==> config.mk <==
export PLATFORM = sky130hd
export DESIGN_NAME = swap_lockstep_ctrl
export DESIGN_NICKNAME = d
export VERILOG_FILES = /design/src/rtl/swap_sync_pkg.sv /design/src/rtl/sync_2ff.sv /design/src/rtl/swap_consensus.sv /design/src/rtl/chan_param_slot.sv /design/src/rtl/swap_lockstep_ctrl.sv
export SDC_FILE = /design/constraint.sdc
export NUM_CORES = 1
export LEC_CHECK = 0
export ABC_AREA = 1
export BUFFER_PORTS_ARGS = -buffer_cell sky130_fd_sc_hd__buf_2
export CORE_MARGIN = 2
export CORE_UTILIZATION = 45
export DETAILED_ROUTE_END_ITERATION = 8
export PLACE_DENSITY = 0.7
export SLEW_MARGIN = 20
export SYNTH_ARGS = -nofsm -noshare
export SYNTH_HDL_FRONTEND = slang
export SYNTH_SLANG_ARGS = --single-unit
export TNS_END_PERCENT = 1
==> constraint.sdc <==
create_clock -name clk -period 0.9 [get_ports clk]
set_input_delay 0.045 -clock clk [delete_from_list [all_inputs] [get_ports clk]]
set_output_delay 0.045 -clock clk [all_outputs]
set_load 0.02 [all_outputs]
==> src/rtl/swap_sync_pkg.sv <==
package swap_sync_pkg;

  localparam int DEF_NCH   = 8;
  localparam int DEF_CNT_W = 12;
  localparam int DEF_MAG_W = 8;
  localparam int DEF_VRQ_W = 8;

  // exclusion test: the window covers the last win clocks before a decision
  function automatic logic in_excl_window(input logic [DEF_CNT_W-1:0] left,
                                          input logic [DEF_CNT_W-1:0] win);
    return left < win;
  endfunction

endpackage

==> src/rtl/sync_2ff.sv <==
module sync_2ff #(
  parameter logic RST_VAL = 1'b0
) (
  input  logic clk,
  input  logic rst,
  input  logic d_async,
  output logic q_sync
);
  logic meta_q;
  logic hold_q;

  always_ff @(posedge clk) begin
    if (rst) begin
      meta_q <= RST_VAL;
      hold_q <= RST_VAL;
    end else begin
      meta_q <= d_async;
      hold_q <= meta_q;
    end
  end

  assign q_sync = hold_q;
endmodule

==> src/rtl/swap_consensus.sv <==
module swap_consensus
  import swap_sync_pkg::*;
#(
  parameter int CNT_W = DEF_CNT_W
) (
  input  logic             clk,
  input  logic             rst,
  input  logic             swap_req,
  input  logic [CNT_W-1:0] cyc_to_dec,
  input  logic [CNT_W-1:0] win_len,
  input  logic             dec_pulse,
  input  logic             line_s,
  output logic             rdy_out,
  output logic             grant
);
  logic rdy_q;
  logic parked_q;
  logic grant_q;
  logic blocked;

  assign blocked = (cyc_to_dec < win_len) || dec_pulse;

  always_ff @(posedge clk) begin
    if (rst) begin
      rdy_q    <= 1'b0;
      parked_q <= 1'b0;
      grant_q  <= 1'b0;
    end else begin
      grant_q <= 1'b0;
      if (dec_pulse && rdy_q && line_s) begin
        grant_q <= 1'b1;
        rdy_q   <= 1'b0;
      end
      if (blocked) begin
        if (swap_req && !rdy_q) parked_q <= 1'b1;
      end else if (swap_req || parked_q) begin
        rdy_q    <= 1'b1;
        parked_q <= 1'b0;
      end
    end
  end

  assign rdy_out = rdy_q;
  assign grant   = grant_q;
endmodule

==> src/rtl/chan_param_slot.sv <==
module chan_param_slot #(
  parameter int MAG_W = 8,
  parameter int VRQ_W = 8
) (
  input  logic             clk,
  input  logic             rst,
  input  logic             wr_en,
  input  logic [MAG_W-1:0] wr_mag,
  input  logic [VRQ_W-1:0] wr_vreq,
  input  logic             grant,
  input  logic             vblank,
  output logic             swap_evt,
  output logic [MAG_W-1:0] act_mag,
  output logic [VRQ_W-1:0] act_vreq
);
  logic [MAG_W-1:0] stg_mag_q,  act_mag_q;
  logic [VRQ_W-1:0] stg_vreq_q, act_vreq_q;
  logic             due_q, pend_q, swap_q;

  always_ff @(posedge clk) begin
    if (rst) begin
      stg_mag_q  <= '0;
      stg_vreq_q <= '0;
      act_mag_q  <= '0;
      act_vreq_q <= '0;
      due_q      <= 1'b0;
      pend_q     <= 1'b0;
      swap_q     <= 1'b0;
    end else begin
      swap_q <= 1'b0;
      if (vblank && due_q) begin
        swap_q <= 1'b1;
        due_q  <= 1'b0;
        if (pend_q) begin
          act_mag_q  <= stg_mag_q;
          act_vreq_q <= stg_vreq_q;
          pend_q     <= 1'b0;
        end
      end
      if (grant) due_q <= 1'b1;
      if (wr_en) begin
        stg_mag_q  <= wr_mag;
        stg_vreq_q <= wr_vreq;
        pend_q     <= 1'b1;
      end
    end
  end

  assign swap_evt = swap_q;
  assign act_mag  = act_mag_q;
  assign act_vreq = act_vreq_q;
endmodule

==> src/rtl/swap_lockstep_ctrl.sv <==
module swap_lockstep_ctrl
  import swap_sync_pkg::*;
#(
  parameter int NCH   = DEF_NCH,
  parameter int CNT_W = DEF_CNT_W,
  parameter int MAG_W = DEF_MAG_W,
  parameter int VRQ_W = DEF_VRQ_W,
  localparam int ID_W = (NCH > 1) ? $clog2(NCH) : 1
) (
  input  logic                 clk,
  input  logic                 rst,
  input  logic                 swap_req,
  input  logic [CNT_W-1:0]     cyc_to_dec,
  input  logic [CNT_W-1:0]     win_len,
  input  logic                 dec_pulse,
  output logic                 rdy_release,
  input  logic                 line_in,
  output logic                 swap_grant,
  input  logic                 wr_en,
  input  logic [ID_W-1:0]      wr_id,
  input  logic [MAG_W-1:0]     wr_mag,
  input  logic [VRQ_W-1:0]     wr_vreq,
  input  logic [NCH-1:0]       chan_vblank,
  output logic [NCH-1:0]       chan_swap,
  output logic [NCH*MAG_W-1:0] act_mag,
  output logic [NCH*VRQ_W-1:0] act_vreq
);
  logic line_s;
  logic grant_w;

  sync_2ff #(.RST_VAL(1'b0)) u_line_sync (
    .clk     (clk),
    .rst     (rst),
    .d_async (line_in),
    .q_sync  (line_s)
  );

  swap_consensus #(.CNT_W(CNT_W)) u_consensus (
    .clk        (clk),
    .rst        (rst),
    .swap_req   (swap_req),
    .cyc_to_dec (cyc_to_dec),
    .win_len    (win_len),
    .dec_pulse  (dec_pulse),
    .line_s     (line_s),
    .rdy_out    (rdy_release),
    .grant      (grant_w)
  );

  assign swap_grant = grant_w;

  for (genvar i = 0; i < NCH; i++) begin : g_chan
    logic sel_wr;
    assign sel_wr = wr_en && (wr_id == ID_W'(i));

    chan_param_slot #(.MAG_W(MAG_W), .VRQ_W(VRQ_W)) u_slot (
      .clk      (clk),
      .rst      (rst),
      .wr_en    (sel_wr),
      .wr_mag   (wr_mag),
      .wr_vreq  (wr_vreq),
      .grant    (grant_w),
      .vblank   (chan_vblank[i]),
      .swap_evt (chan_swap[i]),
      .act_mag  (act_mag[i*MAG_W +: MAG_W]),
      .act_vreq (act_vreq[i*VRQ_W +: VRQ_W])
    );
  end
endmodule

### After elaboration in Yosys (flattened, before gate mapping)

Cells that the tools add are included.

| storage, ports and cells | value |
|---|---|
| bits in registers | 285 |
| input port bits | 57 |
| output and inout port bits | 138 |
| word-level logic and storage cells | 158 |

| cells by class | value |
|---|---|
| order comparisons | 1 |
| equal/unequal tests | 8 |
| muxes and demuxes | 39 |
| reductions and logical operators | 49 |

Operators with widths:

| operator | count |
|---|---|
| two-way mux 1 bit | 39 |
| nonzero test 2 bit | 17 |
| logical AND 1 bit | 19 |
| AND reduction 2 bit | 9 |
| equality test 3 bit, second input constant | 4 |
| < comparator 12 bit | 1 |
| equality test 3 x 2 -> 1 bit, second input constant | 2 |
| equality test 3 x 1 -> 1 bit, second input constant | 1 |
| zero test 3 bit | 1 |
| logical OR 1 bit | 2 |
| != test 2 bit, second input constant | 1 |
| zero test 1 bit | 1 |

### Logic depth before layout (Yosys ltp)

Gate-level depths: netlist (run 1).

| depth | value |
|---|---|
| depth in word-level cells | 5 |
| depth in mapped cells | 10 |
| gate-level depth less buffers | 10 |

### Hierarchy

From an unflattened synthesis (run 1), not the netlist that was laid out.

| second synthesis, totals | value |
|---|---|
| cell total of the unflattened synthesis | 1,534 |
| area total of the unflattened synthesis | 11,023.1 um^2 |

By module, submodules not included:

| module | times used | cells an instance | area each (um^2) | seq. area each (um^2) |
|---|---|---|---|---|
| chan_param_slot | 8 | 180 | 1,310.0 | 700.7 |
| swap_consensus | 1 | 71 | 424.2 | 60.1 |
| swap_lockstep_ctrl | 1 | 17 | 63.8 | 0.0 |
| sync_2ff | 1 | 6 | 55.1 | 40.0 |

### Least setup slack after synthesis (run 1)

OpenSTA, ideal clock, no wires.

| timing path | value |
|---|---|
| path kind | flip-flop to flip-flop |
| start point | reg g_chan[5].u_slot.due_q |
| end point | reg g_chan[5].u_slot.act_vreq_q[3] |
| library setup time | 128 ps |
| arrival time | 826 ps |
| data required time | 772 ps |
| setup slack | -55 ps |
| cell stages (with the launch flop) | 5 |
| buffers on the path | 1 |
| clock period less this slack | 955 ps |
| cell sequence | dfxtp_1 > nand3_1 > clkbuf_1 > o21ai_0 > a21oi_1 |

| between the ends | value |
|---|---|
| word-level cells in the longest chain between the ends | 2 |

RTL lines:

| what | RTL line | RTL |
|---|---|---|
| from (decl) | chan_param_slot.sv:18 | `logic due_q, pend_q, swap_q;` |
| from (signal assigned) | chan_param_slot.sv:26 | `due_q <= 1'b0;` |
| from (signal assigned) | chan_param_slot.sv:33 | `due_q <= 1'b0;` |
| from (signal assigned) | chan_param_slot.sv:40 | `if (grant) due_q <= 1'b1;` |
| logical AND 1 bit | chan_param_slot.sv:31 | `if (vblank && due_q) begin` |
| AND reduction 2 bit (no source line) | n/a |  |
| to (signal assigned) | chan_param_slot.sv:36 | `act_vreq_q <= stg_vreq_q;` |
| to (decl) | chan_param_slot.sv:17 | `logic [VRQ_W-1:0] stg_vreq_q, act_vreq_q;` |

Every way passes these cells.
A chain may end at the register's enable or synchronous reset.

### Worst setup path after layout (run 1)

| timing path | value |
|---|---|
| start point | reg g_chan[0].u_slot.act_mag_q[3] |
| end point | out act_mag[3] |

RTL lines:

| what | RTL line | RTL |
|---|---|---|
| from (decl) | chan_param_slot.sv:16 | `logic [MAG_W-1:0] stg_mag_q, act_mag_q;` |
| from (signal assigned) | chan_param_slot.sv:35 | `act_mag_q <= stg_mag_q;` |
| to (decl) | swap_lockstep_ctrl.sv:25 | `output logic [NCH*MAG_W-1:0] act_mag,` |

No word-level cell between the ends.

==> metrics.md, run 1 <==
| Metric | Value |
|---|---|
| Area leader, netlist | `dfxtp_1` |
| Via Count | `9153` |
| GPL Wtd Cong | `0.7786` |
| CP Max Fanout | `2` |
| Clock Path Buffers | `3` |
| Max cap viols | `0` |
| Most common cell after layout, fill and taps aside | `nor2_1` |
| Core Region | `22430 um^2` |
| Die height | `154.4 um` |
| Bufs and invs on worst path | `1` |
| HP Class | `in2reg` |
| Dpl cell area | `11900 um^2` |
| Worst slew margin | `74.38%` |
| Later-pin clock latency in the skew report | `0.56 ns` |
| Boundary Pins | `195` |
| Diode count | `0` |
| Clock Root Buffer | `clkbuf_16` |
| Total GRT Usage | `23.67%` |
| Most frequent cells in the layout | `nor2_1 (273), o21ai_0 (161), inv_1 (159), dfxtp_2 (152), buf_6 (150)` |
| Clk_skew | `0.02555 ns` |
| Clock H-tree levels | `1` |
| Final setup fails | `227` |
| Critical Path Start Type | `register` |
| DR DRC count | `0` |
| Post-DR wirelength/cell | `15.59 um` |
| Routed vias/inst | `4.945` |
| Routed wire length | `28.87 mm` |
| Post-Syn Instances | `1295` |
| Post-synthesis cell area | `10170 um^2` |
| Worst-Margin Slew | `0.3843 ns` |
| Stages on worst setup path | `1` |
| Kind of critical path | `reg2out` |
| P per Cell Area | `1789 nW/um^2` |
| Synthesized flop and latch total | `285` |
| Largest net degree at the start of global routing | `56` |
| Arr. time, crit path | `1.05 ns` |
| Final number of max-transition violations | `0` |
| Avg Cell Area, Syn | `7.857 um^2` |
| Post-DRT Antenna Nets | `0` |
| Setup ws final | `-0.1905 ns` |
| Final Cycle Share | `121.2%` |
| TritonCTS clock tree | `done` |
| # clock sinks | `285` |
| FF-to-FF path depth | `4` |
| Hold WS | `0.03390 ns` |
| Max incr delay on CP | `0.37 ns` |
| Nets | `1612` |
| Post-synthesis sequential area ratio | `56.07%` |
| RSZ-0062 raised after global routing | `yes` |
| Worst path top cell family by delay | `flip-flops` |
| Final hold vios | `0` |
| Initial antenna violation count | `1` |
| Synth Net Count | `1363` |
| FP Rows | `55` |
| Area contributors post-synth | `dfxtp_1 (56%), o21ai_0 (13%), nor2_1 (10%), a21oi_1 (7.3%), inv_1 (6.1%)` |
| Unique cell type count in the Yosys netlist | `16` |
| F_max | `0.9170 GHz` |
| CP required | `0.85 ns` |
| Post-route cell area | `14480 um^2` |
| Element type at the critical path end | `output port` |
| Worst VDD drop | `0.001350 V` |
| GRT overflow | `0` |
| CP max stage cell | `dfxtp_2` |
| Post-Layout Cell Count | `1851` |
| Global-route wire length before repair | `44.93 mm` |
| Die X | `154.4 um` |
| Sequence of cells on the critical path | `buf_6` |
| Min Tclk post-route | `1.091 ns` |
| Status | `finished, violations left` |
| Top cell type's share of synthesized area | `56.07%` |
| Die area | `23830 um^2` |
| Setup bufs post-CTS | `0` |
| Worst hold stages | `4` |
| Warnings, synthesis | `0` |
| Port Buffers | `194` |
| Layout cells sized above 1 | `34.61%` |
| Clock-pin slew on the worst setup and hold paths | `0.06 ns` |
| Cell count after placement | `1766` |
| Hpwl dp | `17.54 mm` |
| Lkg Pwr | `5.929 nW` |
| Initial core utilization | `45.35%` |
| Failing checks | `negative setup slack` |
| Initial DRC Count | `453` |
| Area growth syn-to-layout | `42.30%` |
| Vias in the first global route | `8703` |
| DRT Pass-1 Iters | `6` |
| CTS buffer count | `30` |
[worst paths after layout]
path | start | end | slack, ns
max | g_chan[0].u_slot.act_mag[3] | act_mag[3] | -0.19
min | rst | g_chan[3].u_slot.pend_q | 0.03
max reg2reg | g_chan[0].u_slot.due_q | g_chan[0].u_slot.act_mag[5] | -0.11
min reg2reg | u_line_sync.meta_q | u_line_sync.q_sync | 0.39
[report_power, final]
group	internal, W	switching, W	total (W)
clock network	0.00651	0.00483	0.0113
registers	0.0128	0.000131	0.0130
logic	0.000619	0.000977	0.00160
total	0.0200	0.00594	0.0259
[worst reg2reg max path: cells and delay by family, from the launching register on]
kind	cells	cell delay, ns
buf+inv	2	0.32
simple gates	1	0.10
flops	1	0.36
compound gates	1	0.15
[area by class of cell]
type	instances	area, um^2
Clock inverter	5	40.04
Inverter	172	650.6
Timing Repair Buffer	296	2903
Fill cell	1863	7955
Multi-Input combinational cell	759	3767
Clock buffer	49	862.1
Tap cell	285	356.6
Sequential cell	285	5899
[metal layers]
| layer | up-vias | GRT usage (%) | routed length, um |
|---|---|---|---|
| li1 | 4621 | - | - |
| met1 | 4222 | 30.88 | 12740 |
| met2 | 251 | 39.48 | 13700 |
| met3 | 59 | 4.623 | 1515 |
| met4 | 0 | 8.157 | 916 |
| met5 | - | 0 | 0 |
[kinds of logic after synthesis]
| kind of cell | after synthesis | synth area share (%) |
|---|---|---|
| adders and majority gates | 11 | 1.353 |
| and+or+nand+nor | 343 | 12.89 |
| buffers and inverters | 251 | 9.764 |
| DFF | 285 | 56.07 |
| AOI/OAI and AO/OA | 405 | 19.92 |
[timing repair]
item                                   4_1_cts  5_1_grt
setup endpoints to repair                  266      270
pin swaps                                    3        4
resized for setup                          531       72
endpoints found under the hold margin      174        0
hold buffers                                31        0
[cell usage after synthesis, drive strengths merged]
cell type / n
a21oi: 148
buf: 16
clkbuf: 63
dfxtp: 285
ha: 11
inv: 172
nand2: 53
nand3: 12
nor2: 277
nor3: 1
o21ai: 257
[stage by stage]
stage | worst slack [ns] | setup TNS [ns] | util, % | power [W]
floorplan | -0.02870 | -1.533 | - | 0.01397
global placement | -0.2232 | -24.84 | 53.06 | 0.01456
detailed placement | -0.2616 | -28.66 | 53.06 | 0.01460
CTS | -0.1994 | -23.71 | 63.79 | 0.02600
global route | -0.2124 | -33.08 | 64.54 | 0.02680
finish | -0.1905 | -22.89 | 64.54 | 0.02590
[sequential cells by signal, summed over array words and instances, names as in the netlist]
signal	flops
g_chan.u_slot.act_mag	64
g_chan.u_slot.act_vreq	64
g_chan.u_slot.due_q	8
g_chan.u_slot.pend_q	8
g_chan.u_slot.stg_mag_q	64
g_chan.u_slot.stg_vreq_q	64
g_chan.u_slot.swap_evt	8
u_consensus.grant	1
u_consensus.parked_q	1
u_consensus.rdy_out	1
u_line_sync.meta_q	1
u_line_sync.q_sync	1
No activity file was read; power rests on OpenSTA's default activity.
==> inputs of run 2 (changes only) <==
Settings changed: CELL_PAD_IN_SITES_DETAIL_PLACEMENT from default to 0, CELL_PAD_IN_SITES_GLOBAL_PLACEMENT from default to 2, CORE_UTILIZATION 45 to 34, PLACE_DENSITY 0.7 to default, PLACE_DENSITY_LB_ADDON from default to 0.1.
Clock period 0.9 ns to 1.35 ns, I/O delays scaled along.
==> metrics.md, run 2 (synthesis gave the netlist of run 1 again) <==
| Metric | Value |
|---|---|
| Status | `completed (was finished, violations left)` |
| Fillers | `3087 (was 1863)` |
| Global-route wire length before repair | `44.95 mm (was 44.93 mm)` |
| Most frequent cells in the layout | `dfxtp_1 (285), nor2_1 (274), o21ai_0 (255), buf_2 (194), inv_1 (163) (was nor2_1 (273), o21ai_0 (161), inv_1 (159), dfxtp_2 (152), buf_6 (150))` |
| Largest net degree at the start of global routing | `49 (was 56)` |
| Register area | `5705 um^2 (was 5899 um^2)` |
| TritonCTS clock tree | `done (unchanged)` |
| Clk_skew | `0.008406 ns (was 0.02555 ns)` |
| Layout cells sized above 1 | `19.22% (was 34.61%)` |
| Clock H-tree levels | `1 (unchanged)` |
| Routed wire length | `28.97 mm (was 28.87 mm)` |
| Dpl cell area | `11670 um^2 (was 11900 um^2)` |
| RSZ-0062 raised after global routing | `no (was yes)` |
| Initial DRC Count | `484 (was 453)` |
| Worst slew margin | `70.46% (was 74.38%)` |
| Post-DRT Antenna Nets | `0 (unchanged)` |
| Area growth syn-to-layout | `27.80% (was 42.30%)` |
| Core Region | `29560 um^2 (was 22430 um^2)` |
| Hpwl dp | `18.75 mm (was 17.54 mm)` |
| Total GRT Usage | `18.34% (was 23.67%)` |
| Setup bufs post-CTS | `0 (unchanged)` |
| DR DRC count | `0 (unchanged)` |
| CP required | `1.28 ns (was 0.85 ns)` |
| # clock sinks | `285 (unchanged)` |
| Initial core utilization | `34.42% (was 45.35%)` |
| Multi-input gate area | `3481 um^2 (was 3767 um^2)` |
| Clock Path Buffers | `3 (unchanged)` |
| Final hold vios | `0 (unchanged)` |
| Worst path top cell family by delay | `flip-flops (unchanged)` |
| Final Cycle Share | `88.47%` |
| Later-pin clock latency in the skew report | `0.55 ns (was 0.56 ns)` |
| Vias in the first global route | `8044 (was 8703)` |
| Die X | `177.0 um (was 154.4 um)` |
| P per Cell Area | `1407 nW/um^2 (was 1789 nW/um^2)` |
| GPL Wtd Cong | `0.7194 (was 0.7786)` |
| Max cap viols | `0 (unchanged)` |
| Die height | `177.0 um (was 154.4 um)` |
| Sequence of cells on the critical path | `buf_2 (was buf_6)` |
| Port Buffers | `194 (unchanged)` |
| Post-route cell area | `13000 um^2 (was 14480 um^2)` |
| CP Max Fanout | `2 (unchanged)` |
| Die area | `31330 um^2 (was 23830 um^2)` |
| Post-Layout Cell Count | `1921 (was 1851)` |
| Nets | `1573 (was 1612)` |
| Post-DR wirelength/cell | `15.08 um (was 15.59 um)` |
| Via Count | `8682 (was 9153)` |
| Clock-pin slew on the worst setup and hold paths | `0.06 ns (about the same)` |
| Bufs and invs on worst path | `1 (unchanged)` |
| Most common cell after layout, fill and taps aside | `dfxtp_1 (was nor2_1)` |
| Min Tclk post-route | `1.194 ns` |
| GRT overflow | `0 (unchanged)` |
| Boundary Pins | `195 (unchanged)` |
| HP Class | `in2reg (unchanged)` |
| Lkg Pwr | `5.567 nW (was 5.929 nW)` |
| Worst VDD drop | `0.001016 V (was 0.001350 V)` |
| Post-Route Setup TNS | `0 ns (was -22.89 ns)` |
| Worst-Margin Slew | `0.4431 ns (was 0.3843 ns)` |
| FP Rows | `63 (was 55)` |
| Critical Path Start Type | `register (unchanged)` |
| Final setup fails | `0 (was 227)` |
| Final core utilization | `43.99% (was 64.54%)` |
| Cell count after placement | `1835 (was 1766)` |
| CTS buffer count | `31 (was 30)` |
| DRT Pass-1 Iters | `4 (was 6)` |
| Initial antenna violation count | `4 (was 1)` |
| Routed vias/inst | `4.520 (was 4.945)` |
| Clock Root Buffer | `clkbuf_16 (unchanged)` |
| Final number of max-transition violations | `0 (unchanged)` |
| F_max | `0.8373 GHz` |
| Arr. time, crit path | `1.13 ns (was 1.05 ns)` |
| Kind of critical path | `reg2out (unchanged)` |
| Pwr Total | `0.01829 W (was 0.02590 W)` |
| Element type at the critical path end | `output port (unchanged)` |
| Max incr delay on CP | `0.38 ns (was 0.37 ns)` |
| CP max stage cell | `dfxtp_1 (was dfxtp_2)` |
run 2: cell type report:
| class | count | share of cell area (%) |
|---|---|---|
| Antenna cell | 1 | 0.01924 |
| Timing Repair Buffer | 256 | 12.43 |
| Multi-Input combinational cell | 759 | 26.77 |
| Sequential cell | 285 | 43.88 |
| Clock inverter | 15 | 1.376 |
| Tap cell | 390 | 3.753 |
| Inverter | 172 | 5.003 |
| Clock buffer | 43 | 6.774 |
run 2: timing repair:
| item | in CTS | in global routing |
|---|---|---|
| endpoints found under the setup margin | 0 | 2 |
| resized for setup | 0 | 1 |
| hold buffers | 27 | 0 |
| endpoints found under the hold margin | 107 | 0 |
run 2: path summary, 6_finish.rpt:
| check | start | end | slack, ns | depth (start not counted) |
|---|---|---|---|---|
| max | g_chan[7].u_slot.act_vreq[2] | act_vreq[58] | 0.16 | 1 |
| min | wr_vreq[1] | g_chan[7].u_slot.stg_vreq_q[1] | 0.03 | 3 |
| max reg2reg | g_chan[2].u_slot.due_q | g_chan[2].u_slot.act_vreq[4] | 0.21 | 4 |
| min reg2reg | u_line_sync.meta_q | u_line_sync.q_sync | 0.40 | 2 |
run 2: routing by layer:
layer  global-route usage [%]  wire length, um
met1                    26.53            14440
met3                    3.222             1424
met5                        0               16
met2                    28.58            12680
met4                    3.753              416
run 2: through the flow:
| step | hold WS [ns] | setup WS [ns] |
|---|---|---|
| after floorplan | 0.1745 | 0.3813 |
| after global placement | 0.2746 | 0.1295 |
| after detailed placement | 0.2826 | 0.1118 |
| after CTS | 0.006837 | 0.09918 |
| after global routing | 0.04406 | 0.08740 |
| final | 0.02571 | 0.1557 |
run 2: worst reg2reg max path, delay by kind of cell, from the launching register on:
kind                   cells  cell delay, ns
buffers and inverters      1            0.19
and+or+nand+nor            1            0.12
AOI/OAI and AO/OA          2            0.35
DFF                        1            0.35
run 2: power breakdown:
| group | switching, W | internal, W |
|---|---|---|
| Clock | 0.00339 | 0.00530 |
| Sequential | 0.0000758 | 0.00856 |
| Combinational | 0.000611 | 0.000355 |
| Total | 0.00408 | 0.0142 |
